File: src/rtl/rsa_pkg.sv
package rsa_pkg;
  // Number of code-counter MSBs that select a section.
  localparam int SEC_W   = 2;
  localparam int NUM_SEC = 1 << SEC_W;

  typedef enum logic {
    RUN_IDLE = 1'b0,
    RUN_BUSY = 1'b1
  } run_state_e;
endpackage

File: src/rtl/rsa_ramp_seq.sv
// Code ramp and per-code phase sequencer.
module rsa_ramp_seq #(
  parameter int CODE_W    = 14,
  parameter int OSR_MAX   = 6,
  parameter int OSR_SEL_W = 3
) (
  input  logic                 clk,
  input  logic                 rst_n,
  input  logic                 start_i,
  input  logic [OSR_SEL_W-1:0] osr_sel_i,
  output logic [CODE_W-1:0]    code_o,
  output logic                 busy_o,
  output logic                 code_end_o,
  output logic                 done_o
);
  import rsa_pkg::*;

  localparam int PH_W = (OSR_MAX < 1) ? 1 : OSR_MAX;

  run_state_e          state_q, state_d;
  logic [CODE_W-1:0]   code_q, code_d;
  logic [PH_W-1:0]     phase_q, phase_d;
  logic [PH_W-1:0]     mask_q, mask_d;
  logic                done_q, done_d;

  logic [OSR_SEL_W-1:0] eff_sel;
  logic [PH_W:0]        one_hot;
  logic [PH_W:0]        mask_full;
  logic                 code_end;
  logic                 last_code;

  // Limit the selector and turn it into a phase mask (N-1).
  always_comb begin
    eff_sel   = (32'(osr_sel_i) > OSR_MAX) ? OSR_SEL_W'(OSR_MAX) : osr_sel_i;
    one_hot   = (PH_W+1)'(1) << eff_sel;
    mask_full = one_hot - (PH_W+1)'(1);
  end

  assign code_end  = (state_q == RUN_BUSY) && (phase_q == mask_q);
  assign last_code = (code_q == {CODE_W{1'b1}});

  always_comb begin
    state_d = state_q;
    code_d  = code_q;
    phase_d = phase_q;
    mask_d  = mask_q;
    done_d  = 1'b0;
    if (start_i) begin
      state_d = RUN_BUSY;
      code_d  = '0;
      phase_d = '0;
      mask_d  = mask_full[PH_W-1:0];
    end else if (state_q == RUN_BUSY) begin
      if (code_end) begin
        phase_d = '0;
        code_d  = code_q + CODE_W'(1);
        if (last_code) begin
          state_d = RUN_IDLE;
          done_d  = 1'b1;
        end
      end else begin
        phase_d = phase_q + PH_W'(1);
      end
    end
  end

  always_ff @(posedge clk or negedge rst_n) begin
    if (!rst_n) begin
      state_q <= RUN_IDLE;
      code_q  <= '0;
      phase_q <= '0;
      mask_q  <= '0;
      done_q  <= 1'b0;
    end else begin
      state_q <= state_d;
      code_q  <= code_d;
      phase_q <= phase_d;
      mask_q  <= mask_d;
      done_q  <= done_d;
    end
  end

  assign code_o     = code_q;
  assign busy_o     = (state_q == RUN_BUSY);
  assign code_end_o = code_end;
  assign done_o     = done_q;
endmodule

File: src/rtl/rsa_ones_count.sv
// Counts modulator ones during the clocks of one code.
module rsa_ones_count #(
  parameter int CNT_W = 7
) (
  input  logic             clk,
  input  logic             rst_n,
  input  logic             clear_i,
  input  logic             sample_i,
  input  logic             code_end_i,
  input  logic             bit_i,
  output logic [CNT_W-1:0] total_o
);
  logic [CNT_W-1:0] cnt_q, cnt_d;
  logic [CNT_W-1:0] total;

  // Total including the bit sampled at the current edge.
  assign total = cnt_q + CNT_W'(bit_i);

  always_comb begin
    cnt_d = cnt_q;
    if (clear_i) begin
      cnt_d = '0;
    end else if (sample_i) begin
      cnt_d = code_end_i ? '0 : total;
    end
  end

  always_ff @(posedge clk or negedge rst_n) begin
    if (!rst_n) begin
      cnt_q <= '0;
    end else begin
      cnt_q <= cnt_d;
    end
  end

  assign total_o = total;
endmodule

File: src/rtl/rsa_section_bank.sv
// One accumulator per code-range section.
module rsa_section_bank #(
  parameter int NUM_SEC = 4,
  parameter int SEC_W   = 2,
  parameter int ACC_W   = 19,
  parameter int CNT_W   = 7
) (
  input  logic                     clk,
  input  logic                     rst_n,
  input  logic                     clear_i,
  input  logic                     add_i,
  input  logic [SEC_W-1:0]         sec_i,
  input  logic [CNT_W-1:0]         count_i,
  output logic [NUM_SEC*ACC_W-1:0] sums_o
);
  for (genvar g = 0; g < NUM_SEC; g++) begin : g_sec
    logic [ACC_W-1:0] acc_q, acc_d;

    always_comb begin
      acc_d = acc_q;
      if (clear_i) begin
        acc_d = '0;
      end else if (add_i && (sec_i == SEC_W'(g))) begin
        acc_d = acc_q + ACC_W'(count_i);
      end
    end

    always_ff @(posedge clk or negedge rst_n) begin
      if (!rst_n) begin
        acc_q <= '0;
      end else begin
        acc_q <= acc_d;
      end
    end

    assign sums_o[g*ACC_W +: ACC_W] = acc_q;
  end
endmodule

File: src/rtl/ramp_section_accum.sv
module ramp_section_accum #(
  parameter int CODE_W    = 14,
  parameter int OSR_MAX   = 6,
  parameter int OSR_SEL_W = $clog2(OSR_MAX + 1),
  parameter int ACC_W     = CODE_W - rsa_pkg::SEC_W + OSR_MAX + 1
) (
  input  logic                               clk,
  input  logic                               rst_n,
  input  logic                               start_i,
  input  logic [OSR_SEL_W-1:0]               osr_sel_i,
  input  logic                               mod_bit_i,
  output logic [CODE_W-1:0]                  dac_code_o,
  output logic                               mod_en_o,
  output logic                               done_o,
  output logic [rsa_pkg::NUM_SEC*ACC_W-1:0]  sums_o
);
  localparam int SEC_W   = rsa_pkg::SEC_W;
  localparam int NUM_SEC = rsa_pkg::NUM_SEC;
  localparam int CNT_W   = OSR_MAX + 1;

  logic              busy;
  logic              code_end;
  logic [CODE_W-1:0] code;
  logic [CNT_W-1:0]  code_total;

  rsa_ramp_seq #(
    .CODE_W    (CODE_W),
    .OSR_MAX   (OSR_MAX),
    .OSR_SEL_W (OSR_SEL_W)
  ) seq_i (
    .clk        (clk),
    .rst_n      (rst_n),
    .start_i    (start_i),
    .osr_sel_i  (osr_sel_i),
    .code_o     (code),
    .busy_o     (busy),
    .code_end_o (code_end),
    .done_o     (done_o)
  );

  rsa_ones_count #(
    .CNT_W (CNT_W)
  ) cnt_i (
    .clk        (clk),
    .rst_n      (rst_n),
    .clear_i    (start_i),
    .sample_i   (busy),
    .code_end_i (code_end),
    .bit_i      (mod_bit_i),
    .total_o    (code_total)
  );

  rsa_section_bank #(
    .NUM_SEC (NUM_SEC),
    .SEC_W   (SEC_W),
    .ACC_W   (ACC_W),
    .CNT_W   (CNT_W)
  ) bank_i (
    .clk     (clk),
    .rst_n   (rst_n),
    .clear_i (start_i),
    .add_i   (code_end),
    .sec_i   (code[CODE_W-1 -: SEC_W]),
    .count_i (code_total),
    .sums_o  (sums_o)
  );

  assign dac_code_o = code;
  assign mod_en_o   = busy;
endmodule

File: config.mk
export PLATFORM = sky130hd
export DESIGN_NAME = ramp_section_accum
export DESIGN_NICKNAME = d
export VERILOG_FILES = /design/src/rtl/rsa_pkg.sv /design/src/rtl/rsa_ramp_seq.sv /design/src/rtl/rsa_ones_count.sv /design/src/rtl/rsa_section_bank.sv /design/src/rtl/ramp_section_accum.sv
export SDC_FILE = /design/constraint.sdc
export NUM_CORES = 1
export LEC_CHECK = 0
export ABC_AREA = 1
export ABC_CLOCK_PERIOD_IN_PS = 2600
export CAP_MARGIN = 15
export CORE_MARGIN = 2
export CORE_UTILIZATION = 46
export DETAILED_ROUTE_END_ITERATION = 12
export HOLD_SLACK_MARGIN = 0.12
export MAX_ROUTING_LAYER = met4
export PLACE_DENSITY = 0.66
export SLEW_MARGIN = 10
export SYNTH_ARGS = -nofsm -noshare
export SYNTH_HDL_FRONTEND = slang
export SYNTH_HIERARCHICAL = 1
export SYNTH_SLANG_ARGS = --single-unit
File: constraint.sdc
create_clock -name clk -period 2.6 [get_ports clk]
set_input_delay 0.26 -clock clk [delete_from_list [all_inputs] [get_ports clk]]
set_output_delay 0.26 -clock clk [all_outputs]
set_load 0.05 [all_outputs]
==> flow_summary.ini <==
[drt]
wl_per_cell_um = 12.9
dr.pass1.iters = 4
drc = 0
routed_wl_um = 18400
via_per_inst = 4.91
vias = 7032
drtIter0Drc = 422
final_antenna_net_count = 0

[yosys]
syn-cell-area_um2 = 7490
yosysTopAreaCell = dfrtp_1
synth_edf_count = 0
async_flop_share = 1.00
yosys_warnings = 6
synth_mux_area_frac = 0
synth_compound_area_frac = 0.0528
synth.net_count = 1124
netlist_top_cells_area = dfrtp_1 (37%), nand2_1 (17%), nor2_1 (7.7%)
synth_top_family_by_area = simple AND/OR/NAND/NOR gates
synthSimpleGateAreaFrac = 0.407
ys_seq_area_frac = 0.371
synthFlopType = dfrtp_1
ys_ff_latch = 111
synth_cells = 1081
synth_fa_ha_area_frac = 0.0641
synth_top_area_share = 0.371
synth_cell_types = 42
synth.avg_cell_area_um2 = 6.93
synth-xor-area-share = 0.0125

[power_and_ir_drop]
powerDensity_nw_per_um2 = 366
irDropWorstVdd_v = 0.000285
seq_power_share = 0.517
switching_share = 0.246
finalPower_w = 0.00341
p_leak_nw = 4.75
pwr-share-clk = 0.401
power_frac_comb = 0.081
switching_power_w = 0.000839
p_int_w = 0.00257

[timing]
rsz0062_at_grt = yes
worst_pin_slew_ps = 597
whs_ps = 339
fin_crit_sh = 0.936
slew_viol_final = 0
post-route-min-period_ps = 2430
hold_violations = 0
skew_ps = 9.77
relSlewSlack = 0.601
setup_violations = 0
fmax_mhz = 411

[setup_path]
path_delay_family = simple AND/OR/NAND/NOR gates
critPathBufInv = 3
arrival_ps = 2680
critical_path_class = input pin to register
critPathMostFrequentCell = nand2_1
critPathMaxFanout = 7
crit_path_cell_trace = clkdlybuf4s50_1 -> ha_1 -> buf_4 -> nand3_4 -> o21bai_2 -> and2_1 -> ha_1 -> nand2_1 -> inv_1 -> a21oi_1 -> nand2_2 -> nand3_1 -> nand2_1 -> nand2_1 -> nor2_1
cp-end-kind = register
cp_slowest_stage_delay_ps = 460
slowest_stage = clkdlybuf4s50_1
start_kind = input pin
worstPathRequired_ps = 2840

[finish]
fin_nets = 1256
final_cell_mix = nand2_1 (336), nor2_1 (153), inv_1 (147)
final_cell_count_no_fill = 1433
area_growth_pct = 24.4
layout-drive-gt1-share = 0.105
final_common_cell = nand2_1
diodes = 0

[grt]
grt_max_degree = 70
grt_antenna_before_repair = 0
grt_pass1_vias = 6701
grt.total_usage = 0.222
grt_overflow = 0
grt_pass1_wl_um = 31000

[worst_hold_path]
hold_class = input pin to async pin

[placed_design]
portBuffers = 98
dp.cells = 1417
gp_congestion = 0.873
hpwl_um = 13900

[clock_tree]
clock_latency_ps = 360
cts_made_buffers = 9
clk_path_buf_depth = 2
cts.reportedPaths.clkPinSlew_ps = 70
cts_tree = built
htree_levels = 3
postCtsSetupBuffers = 0
clock-sinks = 111
cts_root_buffer = clkbuf_16

[floorplanning]
die_h_um = 132
start_util = 0.472
ios = 99
rows = 46
core_um2 = 15900
dieArea_um2 = 17300
die_w_um = 132

[run_status]
outcome = complete, no violations

[run]
cap_violations = 0
-- per-layer routing --
metal / global-route usage / up-vias / wire, um
met5: - / - / 0
met4: 0.0550 / 0 / 297
met3: 0.0421 / 24 / 653
met2: 0.398 / 126 / 9410
met1: 0.257 / 3211 / 8090
li1: - / 3671 / -
-- synth_stat cells (2+ instances only) --
cell type / number
nand2_1: 344
nor2_1: 153
inv_1: 148
dfrtp_1: 111
nand3_1: 102
ha_1: 32
nand4_1: 29
a21oi_1: 20
o21ai_0: 19
nand3_2: 13
nor2_2: 10
nand2_2: 9
a22o_1: 8
or2_2: 8
buf_2: 6
inv_2: 6
nand3b_1: 6
buf_4: 5
xor2_1: 5
a21boi_0: 4
a32o_1: 4
and2_1: 4
fa_1: 4
nor3_1: 4
buf_6: 3
nor3_2: 3
clkbuf_1: 2
nor2_4: 2
o21bai_2: 2
xnor2_1: 2
xor2_2: 2
-- power groups by stage --
stage	sequential, W	clock (W)	combinational, W
2_1_floorplan	0.00180	0	0.000169
5_1_grt	0.00177	0.00149	0.000320
3_3_place_gp	0.00180	0	0.000278
6_report	0.00176	0.00137	0.000278
4_1_cts	0.00176	0.00141	0.000282
3_5_place_dp	0.00180	0	0.000281
-- path summary, 6_finish.rpt --
path	startpoint	end	slack [ps]	cells after the start
worst max-delay path	mod_bit_i	bank_i/g_sec[1].acc_q[13]	170	15
worst min-delay path	rst_n	bank_i/g_sec[2].acc_q[0]	340	2
worst max register to register	cnt_i/cnt_q[0]	bank_i/g_sec[1].acc_q[13]	190	15
worst min register to register	cnt_i/cnt_q[0]	cnt_i/cnt_q[0]	490	2
max in group asynchronous	rst_n	bank_i/g_sec[0].acc_q[7]	1580	3
min in group clk	cnt_i/cnt_q[0]	cnt_i/cnt_q[0]	490	2
-- worst register-to-register path: stages, from the launching register on --
cell	delay, ps
dfrtp_1	380
ha_1	200
buf_4	150
nand2_2	70
nor2_2	40
nand3_1	70
and2_1	280
ha_1	340
nand2_1	120
inv_1	40
a21oi_1	180
nand2_2	150
nand3_1	120
nand2_1	60
nand2_1	60
nor2_1	40
-- final cells by class --
class / instances / area [um^2]
clock buffer: 10 / 229
clock inverter: 5 / 50.0
fill: 1551 / 6570
inverter: 155 / 582
multi-input combinational: 798 / 4110
sequential: 111 / 2780
tap: 216 / 270
timing repair buffer: 138 / 1290
-- flip-flops by register name, summed over array words and instances, names as in the netlist --
signal              cells
bank_i/g_sec.acc_q     76
cnt_i/cnt_q             7
seq_i/busy_o            1
seq_i/code_o           14
seq_i/done_o            1
seq_i/mask_q            6
seq_i/phase_q           6
-- per-stage QoR --
| step | utilization | setup WS (ps) | setup TNS [ps] | cell area [um^2] |
|---|---|---|---|---|
| 2_1_floorplan | - | 247 | 0 | 7490 |
| 3_3_place_gp | 0.562 | -311 | -11530 | 8930 |
| 3_5_place_dp | 0.562 | -366 | -13380 | 8930 |
| 4_1_cts | 0.580 | 10.2 | 0 | 9220 |
| 5_1_grt | 0.586 | -30.3 | -57.0 | 9320 |
| 6_report | 0.586 | 166 | 0 | 9320 |
-- what timing repair did --
item                                    CTS  global route
endpoints found under the setup margin    2            50
pin swaps                                 0             3
hold buffers                              1             0
endpoints found under the hold margin    21             0
resized for setup                         1            23
-- cell families after synthesis --
logic type | after synthesis
AOI/OAI and AO/OA | 62
xor gates and xnor gates | 9
adders and majority gates | 36
buffers and inverters | 172
DFF | 111
and+or+nand+nor | 691
(Power assumes the default switching activity.)
